**config.mk**
```make
export PLATFORM = sky130hd
export DESIGN_NAME = uart_loopback_unit
export DESIGN_NICKNAME = d
export VERILOG_FILES = /design/src/rtl/uartlb_pkg.sv /design/src/rtl/uartlb_modem.sv /design/src/rtl/uartlb_brk.sv /design/src/rtl/uartlb_push.sv /design/src/rtl/uart_loopback_unit.sv
export SDC_FILE = /design/constraint.sdc
export NUM_CORES = 1
export LEC_CHECK = 0
export ABC_AREA = 1
export BUFFER_PORTS_ARGS = -buffer_cell sky130_fd_sc_hd__buf_4
export CORE_ASPECT_RATIO = 1.4
export CORE_MARGIN = 3
export CORE_UTILIZATION = 30
export DETAILED_ROUTE_END_ITERATION = 12
export PLACE_DENSITY = 0.58
export SYNTH_ARGS = -nofsm -noshare
export SYNTH_HDL_FRONTEND = slang
export SYNTH_HIERARCHICAL = 1
export SYNTH_SLANG_ARGS = --single-unit
```
**constraint.sdc**
```tcl
create_clock -name clk -period 1.2 [get_ports clk]
set_input_delay 0.24 -clock clk [delete_from_list [all_inputs] [get_ports clk]]
set_output_delay 0.24 -clock clk [all_outputs]
set_load 0.005 [all_outputs]
```
**src/rtl/uartlb_pkg.sv**
```systemverilog
package uartlb_pkg;
   localparam int MS_N   = 4;
   localparam int MS_RI  = 0;
   localparam int MS_CTS = 1;
   localparam int MS_DCD = 2;
   localparam int MS_DSR = 3;

   typedef logic [MS_N-1:0] ms_vec_t;
endpackage

```
**src/rtl/uartlb_modem.sv**
```systemverilog
module uartlb_modem
   import uartlb_pkg::*;
#(
   parameter int PIN_SYNC = 2
) (
   input  logic    clk,
   input  logic    rst_n,
   input  logic    ctrl_wr,
   input  logic    ctrl_loop_en,
   input  ms_vec_t ctrl_ms,
   input  ms_vec_t pins,
   output logic    loop_q,
   output ms_vec_t sts_q,
   output logic    rebuild_q,
   output ms_vec_t set_q
);
   ms_vec_t pins_s;

   generate
      if (PIN_SYNC == 0) begin : g_nosync
         assign pins_s = pins;
      end else begin : g_sync
         ms_vec_t sync_q [PIN_SYNC];
         always_ff @(posedge clk or negedge rst_n) begin
            if (!rst_n) begin
               for (int i = 0; i < PIN_SYNC; i++) sync_q[i] <= '0;
            end else begin
               sync_q[0] <= pins;
               for (int i = 1; i < PIN_SYNC; i++) sync_q[i] <= sync_q[i-1];
            end
         end
         assign pins_s = sync_q[PIN_SYNC-1];
      end
   endgenerate

   logic    loop_wr;
   ms_vec_t sts_d;

   assign loop_wr = ctrl_wr & ctrl_loop_en;

   always_comb begin
      if (loop_wr)     sts_d = ctrl_ms;
      else if (ctrl_wr) sts_d = pins_s;
      else if (loop_q) sts_d = sts_q;
      else             sts_d = pins_s;
   end

   always_ff @(posedge clk or negedge rst_n) begin
      if (!rst_n) begin
         loop_q    <= 1'b0;
         sts_q     <= '0;
         rebuild_q <= 1'b0;
         set_q     <= '0;
      end else begin
         if (ctrl_wr) loop_q <= ctrl_loop_en;
         sts_q     <= sts_d;
         rebuild_q <= loop_wr;
         set_q     <= loop_wr ? ctrl_ms : '0;
      end
   end
endmodule

```
**src/rtl/uartlb_brk.sv**
```systemverilog
module uartlb_brk (
   input  logic clk,
   input  logic rst_n,
   input  logic loop_q,
   input  logic send_brk,
   input  logic ext_brk,
   output logic brk_evt
);
   logic brk_prev_q;

   always_ff @(posedge clk or negedge rst_n) begin
      if (!rst_n) brk_prev_q <= 1'b0;
      else        brk_prev_q <= send_brk;
   end

   assign brk_evt = loop_q ? (send_brk & ~brk_prev_q) : ext_brk;
endmodule

```
**src/rtl/uartlb_push.sv**
```systemverilog
module uartlb_push #(
   parameter int DATA_W = 8
) (
   input  logic              clk,
   input  logic              rst_n,
   input  logic              loop_q,
   input  logic              tx_valid,
   input  logic [DATA_W-1:0] tx_data,
   input  logic              rx_valid,
   input  logic [DATA_W-1:0] rx_data,
   input  logic              brk_evt,
   output logic              push_q,
   output logic [DATA_W:0]   word_q
);
   localparam int WORD_W = DATA_W + 1;

   logic              pend_q;
   logic              data_v;
   logic [DATA_W-1:0] data_sel;
   logic              pend_any;
   logic [WORD_W-1:0] word_d;

   assign data_v   = loop_q ? tx_valid : rx_valid;
   assign data_sel = loop_q ? tx_data  : rx_data;
   assign pend_any = pend_q | brk_evt;
   assign word_d   = data_v ? {1'b0, data_sel} : {1'b1, {DATA_W{1'b0}}};

   always_ff @(posedge clk or negedge rst_n) begin
      if (!rst_n) begin
         pend_q <= 1'b0;
         push_q <= 1'b0;
         word_q <= '0;
      end else begin
         pend_q <= data_v & pend_any;
         push_q <= data_v | pend_any;
         word_q <= (data_v | pend_any) ? word_d : '0;
      end
   end
endmodule

```
**src/rtl/uart_loopback_unit.sv**
```systemverilog
module uart_loopback_unit
   import uartlb_pkg::*;
#(
   parameter int DATA_W   = 8,
   parameter int PIN_SYNC = 2
) (
   input  logic              clk,
   input  logic              rst_n,
   input  logic              ctrl_wr,
   input  logic              ctrl_loop_en,
   input  logic              ctrl_out2,
   input  logic              ctrl_out1,
   input  logic              ctrl_rts,
   input  logic              ctrl_dtr,
   input  logic              send_brk,
   input  logic              tx_valid,
   input  logic [DATA_W-1:0] tx_data,
   input  logic              ext_rx_valid,
   input  logic [DATA_W-1:0] ext_rx_data,
   input  logic              ext_brk,
   input  logic              pin_ri,
   input  logic              pin_dcd,
   input  logic              pin_cts,
   input  logic              pin_dsr,
   output logic              fifo_push,
   output logic [DATA_W:0]   fifo_word,
   output logic              sts_ri,
   output logic              sts_dcd,
   output logic              sts_cts,
   output logic              sts_dsr,
   output logic              ms_rebuild,
   output logic [3:0]        ms_set
);
   generate
      if (DATA_W < 5 || DATA_W > 16) begin : g_bad_width
         $error("uart_loopback_unit: DATA_W must lie in 5..16");
      end
      if (PIN_SYNC < 0 || PIN_SYNC > 3) begin : g_bad_sync
         $error("uart_loopback_unit: PIN_SYNC must lie in 0..3");
      end
   endgenerate

   ms_vec_t ctrl_ms;
   ms_vec_t pins;
   ms_vec_t sts_q;
   ms_vec_t set_q;
   logic    loop_q;
   logic    brk_evt;

   always_comb begin
      ctrl_ms         = '0;
      ctrl_ms[MS_RI]  = ctrl_out2;
      ctrl_ms[MS_DCD] = ctrl_out1;
      ctrl_ms[MS_CTS] = ctrl_rts;
      ctrl_ms[MS_DSR] = ctrl_dtr;
      pins            = '0;
      pins[MS_RI]     = pin_ri;
      pins[MS_DCD]    = pin_dcd;
      pins[MS_CTS]    = pin_cts;
      pins[MS_DSR]    = pin_dsr;
   end

   uartlb_modem #(.PIN_SYNC(PIN_SYNC)) u_modem (
      .clk          (clk),
      .rst_n        (rst_n),
      .ctrl_wr      (ctrl_wr),
      .ctrl_loop_en (ctrl_loop_en),
      .ctrl_ms      (ctrl_ms),
      .pins         (pins),
      .loop_q       (loop_q),
      .sts_q        (sts_q),
      .rebuild_q    (ms_rebuild),
      .set_q        (set_q)
   );

   uartlb_brk u_brk (
      .clk      (clk),
      .rst_n    (rst_n),
      .loop_q   (loop_q),
      .send_brk (send_brk),
      .ext_brk  (ext_brk),
      .brk_evt  (brk_evt)
   );

   uartlb_push #(.DATA_W(DATA_W)) u_push (
      .clk      (clk),
      .rst_n    (rst_n),
      .loop_q   (loop_q),
      .tx_valid (tx_valid),
      .tx_data  (tx_data),
      .rx_valid (ext_rx_valid),
      .rx_data  (ext_rx_data),
      .brk_evt  (brk_evt),
      .push_q   (fifo_push),
      .word_q   (fifo_word)
   );

   assign sts_ri  = sts_q[MS_RI];
   assign sts_dcd = sts_q[MS_DCD];
   assign sts_cts = sts_q[MS_CTS];
   assign sts_dsr = sts_q[MS_DSR];
   assign ms_set  = set_q;
endmodule

```
==> results.cfg, run 1 <==
[status]
status = complete, no violations

[synthesis]
syn_area_um2 = 1140
ys_types = 8
ys_warn_count = 6
synth_seq_area_share_pct = 65.7
syn_inst = 122
synth_nets = 154
ys_ff_latch = 30
synth.avg_cell_area_um2 = 9.36

[clocking]
clkSlewWorstSetupHoldPaths_ps = 70
cts_tree = yes
post_cts_buffers = 0
hold_buffers = 1
cts_root_buf = clkbuf_8
postCtsResizedCells = 0
clk_path_buf_depth = 2
numCtsBuffers = 5
insertion_delay_ps = 280
htree_levels = 2
clock_sinks = 30

[detailed_routing]
drt_iter0_drc = 25
drt_first_pass_iters = 4
wire_per_inst_um = 11.0
num_vias = 928
drcViolationCount = 0
ant_nets = 0
via_per_inst = 4.20
drt_wl_total_um = 2430

[timing]
drv_slew = 0
worst_pin_slew_ps = 363
skew_ps = 10.2
period_share_pct = 87.9
period_minus_slack_ps = 1050
timing.fmax_ghz = 0.948
setup_viol = 0
tns_ps = 0
final-hold-violation-count = 0
rsz0062_at_grt = no
relSlewSlack_pct = 75.8

[layout]
layout_commonest_cell = buf_4
layout.nets = 213
n_antenna_cell = 0
synthToLayoutAreaGrowth_pct = 45.3
drive_gt1_share_pct = 35.4
fill_cells = 337
final_cell_mix = buf_4, nand2_1, dfrtp_1

[worst_setup_path]
cp.buffers_inverters = 1
crit_family = flip-flops
worstSetupEndpointType = output pin
cp_max_fo = 2
cp.required_ps = 960
cp_num_cells = 1
reg2regPathDepth = 5
max_stage_delay_ps = 390
crit_path_cell_trace = buf_4
cp-startpoint = u_modem/sts_q[0]
cp_slowest_cell = dfrtp_1
worstSetupPathType = reg2out
startpoint_type = register
crit_arrival_ps = 810
r2r-start = u_modem/loop_q

[grt]
grt.overflow.total = 0
track_usage_pct = 12.0
grt_pass1_vias = 942
grt_max_degree = 31
grt_pass1_wl_um = 4030
antenna_found_initial = 0

[placed_design]
gp_congestion = 0.778
hpwl_um = 1850
port_buffers = 50

[power]
leakage_uw = 0.00102
combPwrFrac_pct = 16.2
report.power.total_uw = 2220
pwr-share-seq_pct = 50.5
power_switching_uw = 552
ir_worst_vdd_mv = 1.09
p_int_uw = 1670
pwr-share-clk_pct = 33.3
p_per_area_nw_per_um2 = 1340
switching_share_pct = 24.9

[floorplan]
core_um2 = 3500
dieArea_um2 = 4590
die_x_um = 58.2
rows = 25
die_y_um = 79.0
initial_utilization_pct = 32.6
pin_count = 51

[worst_hold_path]
min-delay-start = pin_dsr
hold_class = in2reg
hold_depth = 1

[job]
maxCapViolCount = 0
## area by class of cell
type | count | area (um2) | area share [%]
Clock inverter | 2 | 10.0 | 0.603
Inverter | 23 | 86.3 | 5.20
Multi-Input combinational cell | 68 | 294 | 17.7
Timing Repair Buffer | 53 | 400 | 24.1
Tap cell | 40 | 50.0 | 3.01
Clock buffer | 5 | 68.8 | 4.14
Sequential cell | 30 | 751 | 45.2
## logic make-up (layout without fill, tap and decap cells)
logic type / Yosys count / count (layout) / synth area share [%]
buffers and inverters: 24 / 83 / 8.54
and+or+nand+nor: 68 / 68 / 25.7
DFF: 30 / 30 / 65.7
## final timing paths
path | end | slack [ps]
max in group asynchronous | u_push/word_q[1] | 500
hold reg to reg | u_modem/pins_s[2] | 350
setup / recovery | sts_ri | 150
setup reg to reg | u_push/word_q[4] | 210
hold / removal | u_modem/g_sync.sync_q[7] | 70
min in group asynchronous | u_modem/rebuild_q | 410
## registers in the layout, indices dropped and copies added (netlist names)
| name | count |
|---|---|
| u_push/word_q | 9 |
| u_modem/g_sync.sync_q | 4 |
| u_modem/pins_s | 4 |
| u_modem/set_q | 4 |
| u_modem/sts_q | 4 |
| u_brk/brk_prev_q | 1 |
| u_modem/loop_q | 1 |
| u_modem/rebuild_q | 1 |
| u_push/pend_q | 1 |
| u_push/push_q | 1 |
## power groups by stage
stage	logic (uW)	registers [uW]	clock network [uW]
floorplan	131	1150	0
global placement	354	1140	0
detailed placement	361	1140	0
CTS	365	1120	766
global route	405	1130	821
finish	358	1120	740
## stage by stage
stage / worst slack [ps] / instances / hold slack, ps / utilization (%) / area [um2]
final: 146 / 221 / 69.3 / 47.4 / 1660
after CTS: 140 / 221 / 59.6 / 47.4 / 1660
after detailed placement: 216 / 213 / 188 / 44.9 / 1570
after floorplan: 194 / 122 / -55.6 / - / 1140
after global placement: 242 / 213 / 181 / 44.9 / 1570
after global routing: 87.7 / 221 / 49.5 / 47.4 / 1660
## Yosys cell counts
master    n  area share (%)
nand2_4   3             3.0
buf_6     1            0.99
nand2_1  49              16
inv_1    21             6.9
dfrtp_1  30              66
inv_2     2            0.66
nor2_1    3            0.99
nand3_1  13             5.7
## per-layer routing
metal	track usage, %	wire length (um)	vias up
li1	-	-	473
met3	5.20	149	5
met1	12.1	894	425
met4	5.57	49	0
met2	20.6	1330	25
met5	0	0	-
No activity file was read; power rests on OpenSTA's default activity.
==> inputs of run 2 (changes only) <==
- RECOVER_POWER: not set -> 25
==> results.cfg, run 2 (synthesis gave the netlist of run 1 again) <==
[timing]
setup_viol = 0
tns_ps = 0
final-hold-violation-count = 0
skew_ps = 10.2
worst_pin_slew_ps = 363
timing.fmax_ghz = 0.948
drv_slew = 0
rsz0062_at_grt = no
period_minus_slack_ps = 1050
period_share_pct = 87.9
relSlewSlack_pct = 75.8

[clocking]
htree_levels = 2
postCtsResizedCells = 0
cts_tree = yes
insertion_delay_ps = 280
clk_path_buf_depth = 2
numCtsBuffers = 5
clock_sinks = 30
cts_root_buf = clkbuf_8
clkSlewWorstSetupHoldPaths_ps = 70

[worst_setup_path]
max_stage_delay_ps = 390
cp_num_cells = 1
cp-startpoint = u_modem/sts_q[0]
reg2regPathDepth = 5
cp_max_fo = 2
startpoint_type = register
crit_arrival_ps = 810
worstSetupPathType = reg2out
crit_family = flip-flops
critPathCapture = sts_ri
crit_path_cell_trace = buf_4
cp.buffers_inverters = 1
cp_slowest_cell = dfrtp_1
r2r-start = u_modem/loop_q
cp.required_ps = 960
ff2ff_setup_slack_ps = 210
worstSetupEndpointType = output pin
reg2reg_to = u_push/word_q[4]

[power]
leakage_uw = 0.00102
p_per_area_nw_per_um2 = 1340
ir_worst_vdd_mv = 1.09

[layout]
fill_cells = 339
final_core_util_pct = 47.2
layout_commonest_cell = nand2_1
n_antenna_cell = 0
max_flop_register = u_push/word_q
final_cell_mix = nand2_1, buf_4, dfrtp_1
fin_cells = 221
drive_gt1_share_pct = 34.3
largest_register_ffs = 9
final_area_um2 = 1650
layout.nets = 213
synthToLayoutAreaGrowth_pct = 44.7

[placed_design]
port_buffers = 50
gp_congestion = 0.778
placed_area_um2 = 1570
hpwl_um = 1850
placed_cells = 213

[grt]
busiest_layer = met2
met2_usage_pct = 20.6
track_usage_pct = 12.0
grt.overflow.total = 0
use_met1_pct = 12.1
antenna_found_initial = 0
grt_max_degree = 31
grt_pass1_vias = 942
met3_usage_pct = 5.20
grt_pass1_wl_um = 4030

[floorplan]
die_y_um = 79.0
pin_count = 51
dieArea_um2 = 4590
rows = 25
initial_utilization_pct = 32.6
core_um2 = 3500
die_x_um = 58.2

[detailed_routing]
drcViolationCount = 0
drt_wl_total_um = 2430
drt_first_pass_iters = 4
num_vias = 926
ant_nets = 0
via_per_inst = 4.19
wire_per_inst_um = 11.0
drt_iter0_drc = 25

[worst_hold_path]
hold_class = in2reg

[job]
maxCapViolCount = 0

[status]
status = complete, no violations
-- run 2: cell count changes in the layout (fill, tap and decap cells not counted), sizes merged --
cell / previous run / this run
buf: 52 / 46
clkbuf: 5 / 11
-- run 2: per-stage QoR --
stage                     power, uW  hold WS, ps  worst slack [ps]
after floorplan                1280        -55.6               194
after global routing           2350         72.6              87.7
final                          2220         91.0               146
after detailed placement       1500          188               216
after CTS                      2250         59.6               140
after global placement         1490          181               242
-- run 2: power by group --
group	total, uW	internal, uW	leakage (uW)	switching (uW)
Sequential	1120	1090	0.000372	30.4
Combinational	355	186	0.000600	169
Clock	740	388	0.0000438	352
Total	2220	1660	0.00102	552
-- run 2: cell type report --
type | instances | area [um2] | share of cell area, %
Clock buffer | 5 | 68.8 | 4.16
Tap cell | 40 | 50.0 | 3.03
Multi-Input combinational cell | 68 | 294 | 17.8
Clock inverter | 2 | 10.0 | 0.606
Inverter | 23 | 86.3 | 5.22
Timing Repair Buffer | 53 | 393 | 23.8
Sequential cell | 30 | 751 | 45.4
-- run 2: metal layers --
layer	up-vias	routed length [um]
li1	473	-
met1	423	896
met2	25	1330
met3	5	152
met4	0	49
met5	-	0
-- run 2: what timing repair did --
action,in CTS,in global routing
hold buffers,1,0
hold endpoints to repair,30,0
setup endpoints to repair,0,0
setup buffers,0,0
-- run 2: worst min path at each step --
stage	start	to	slack [ps]	depth (start not counted)
after floorplan	rst_n	u_brk/brk_prev_q	-60	0
after global placement	rst_n	u_modem/g_sync.sync_q[4]	180	1
after detailed placement	rst_n	u_modem/g_sync.sync_q[4]	190	1
after CTS	pin_dsr	u_modem/g_sync.sync_q[7]	60	1
after global routing	pin_cts	u_modem/g_sync.sync_q[5]	70	1
final	pin_dcd	u_modem/g_sync.sync_q[6]	90	1
==> inputs of run 3 (changes only) <==
- CORE_MARGIN: 3 -> 5
- CTS_CLUSTER_DIAMETER: not set -> 100
- GPL_ROUTABILITY_DRIVEN: not set -> 0
==> results.cfg, run 3 (synthesis gave the netlist of run 1 again) <==
[detailed_routing]
wire_per_inst_um = 11.1
via_per_inst = 4.26
drt_iter0_drc = 16
ant_nets = 0
drt_wl_total_um = 2500
drt_first_pass_iters = 4
num_vias = 955
drcViolationCount = 0

[floorplan]
die_y_um = 83.0
rows = 26
initial_utilization_pct = 31.1
core_um2 = 3680
pin_count = 51
die_x_um = 62.2
dieArea_um2 = 5160

[power]
p_per_area_nw_per_um2 = 1370
combPwrFrac_pct = 15.5
pwr-share-seq_pct = 49.3
power_switching_uw = 541
switching_share_pct = 23.8
report.power.total_uw = 2280
p_int_uw = 1740
ir_worst_vdd_mv = 0.668
pwr-share-clk_pct = 35.2
leakage_uw = 0.00102

[grt]
track_usage_pct = 10.7
grt_pass1_wl_um = 4350
grt.overflow.total = 0
grt_max_degree = 31
antenna_found_initial = 0
grt_pass1_vias = 1013

[timing]
drv_slew = 0
setup_viol = 0
final-hold-violation-count = 0
rsz0062_at_grt = no
period_minus_slack_ps = 1040
period_share_pct = 86.7
hold-worst-slack_ps = 91.8
relSlewSlack_pct = 75.6
worst_pin_slew_ps = 366
tns_ps = 0
skew_ps = 5.34
timing.fmax_ghz = 0.961

[worst_setup_path]
crit_path_cell_trace = buf_4
worstSetupPathType = reg2out
startpoint_type = register
worstSetupEndpointType = output pin
cp.required_ps = 960
crit_arrival_ps = 800
cp_slowest_cell = dfrtp_1
cp.buffers_inverters = 1
cp_max_fo = 2
crit_family = flip-flops
max_stage_delay_ps = 390

[clocking]
numCtsBuffers = 5
post_cts_buffers = 0
clock_sinks = 30
htree_levels = 2
postCtsResizedCells = 0
hold_buffers = 1
clk_path_buf_depth = 2
insertion_delay_ps = 270
clkSlewWorstSetupHoldPaths_ps = 60
cts_root_buf = clkbuf_8
cts_tree = yes

[job]
maxCapViolCount = 0

[layout]
largest_register_ffs = 9
max_flop_register = u_push/word_q
n_antenna_cell = 0
fin_cells = 224
final_core_util_pct = 45.4
layout_commonest_cell = nand2_1
layout.nets = 213
drive_gt1_share_pct = 34.1
synthToLayoutAreaGrowth_pct = 46.0
final_cell_mix = nand2_1, buf_4, dfrtp_1

[placed_design]
port_buffers = 50
hpwl_um = 2010
placed_cells = 215

[worst_hold_path]
hold_class = in2reg

[status]
status = complete, no violations
## run 3: per-layer routing
metal / GRT usage (%) / vias up / part of all wire (%)
met1: 10.5 / 432 / 37
met2: 17.7 / 44 / 49
li1: - / 473 / -
met4: 5.92 / 0 / 2.4
met3: 5.81 / 6 / 11
met5: 0 / - / 0
## run 3: layout make-up
type                    count  area, um2
clock buffers               7       86.3
flip-flops and latches     30        751
well taps                  42       52.6
fillers                   394       2010
repair buffers             53        393
multi-input cells          68        294
clock inverters             1       5.00
inverters                  23       86.3
## run 3: path summary, 6_finish.rpt
check / cells past startpoint / slack, ps / to / startpoint
setup / recovery: 1 / 160 / sts_dcd / u_modem/sts_q[2]
hold / removal: 1 / 90 / u_modem/g_sync.sync_q[4] / pin_ri
setup reg to reg: 5 / 230 / u_push/word_q[2] / u_modem/loop_q
hold reg to reg: 0 / 350 / u_modem/pins_s[0] / u_modem/g_sync.sync_q[4]
max in group asynchronous: 2 / 510 / u_modem/pins_s[1] / rst_n
min in group asynchronous: 2 / 420 / u_modem/set_q[0] / rst_n
## run 3: power groups by stage
stage	Sequential [uW]	Clock, uW	Combinational, uW
after floorplan	1150	0	131
after global placement	1140	0	356
after detailed placement	1140	0	365
after CTS	1120	838	367
after global routing	1130	883	402
final	1120	803	353
## run 3: per-stage QoR
step,worst slack [ps],area [um2]
2_1_floorplan,194,1140
3_3_place_gp,240,1570
3_5_place_dp,218,1570
4_1_cts,146,1680
5_1_grt,122,1670
6_report,159,1670
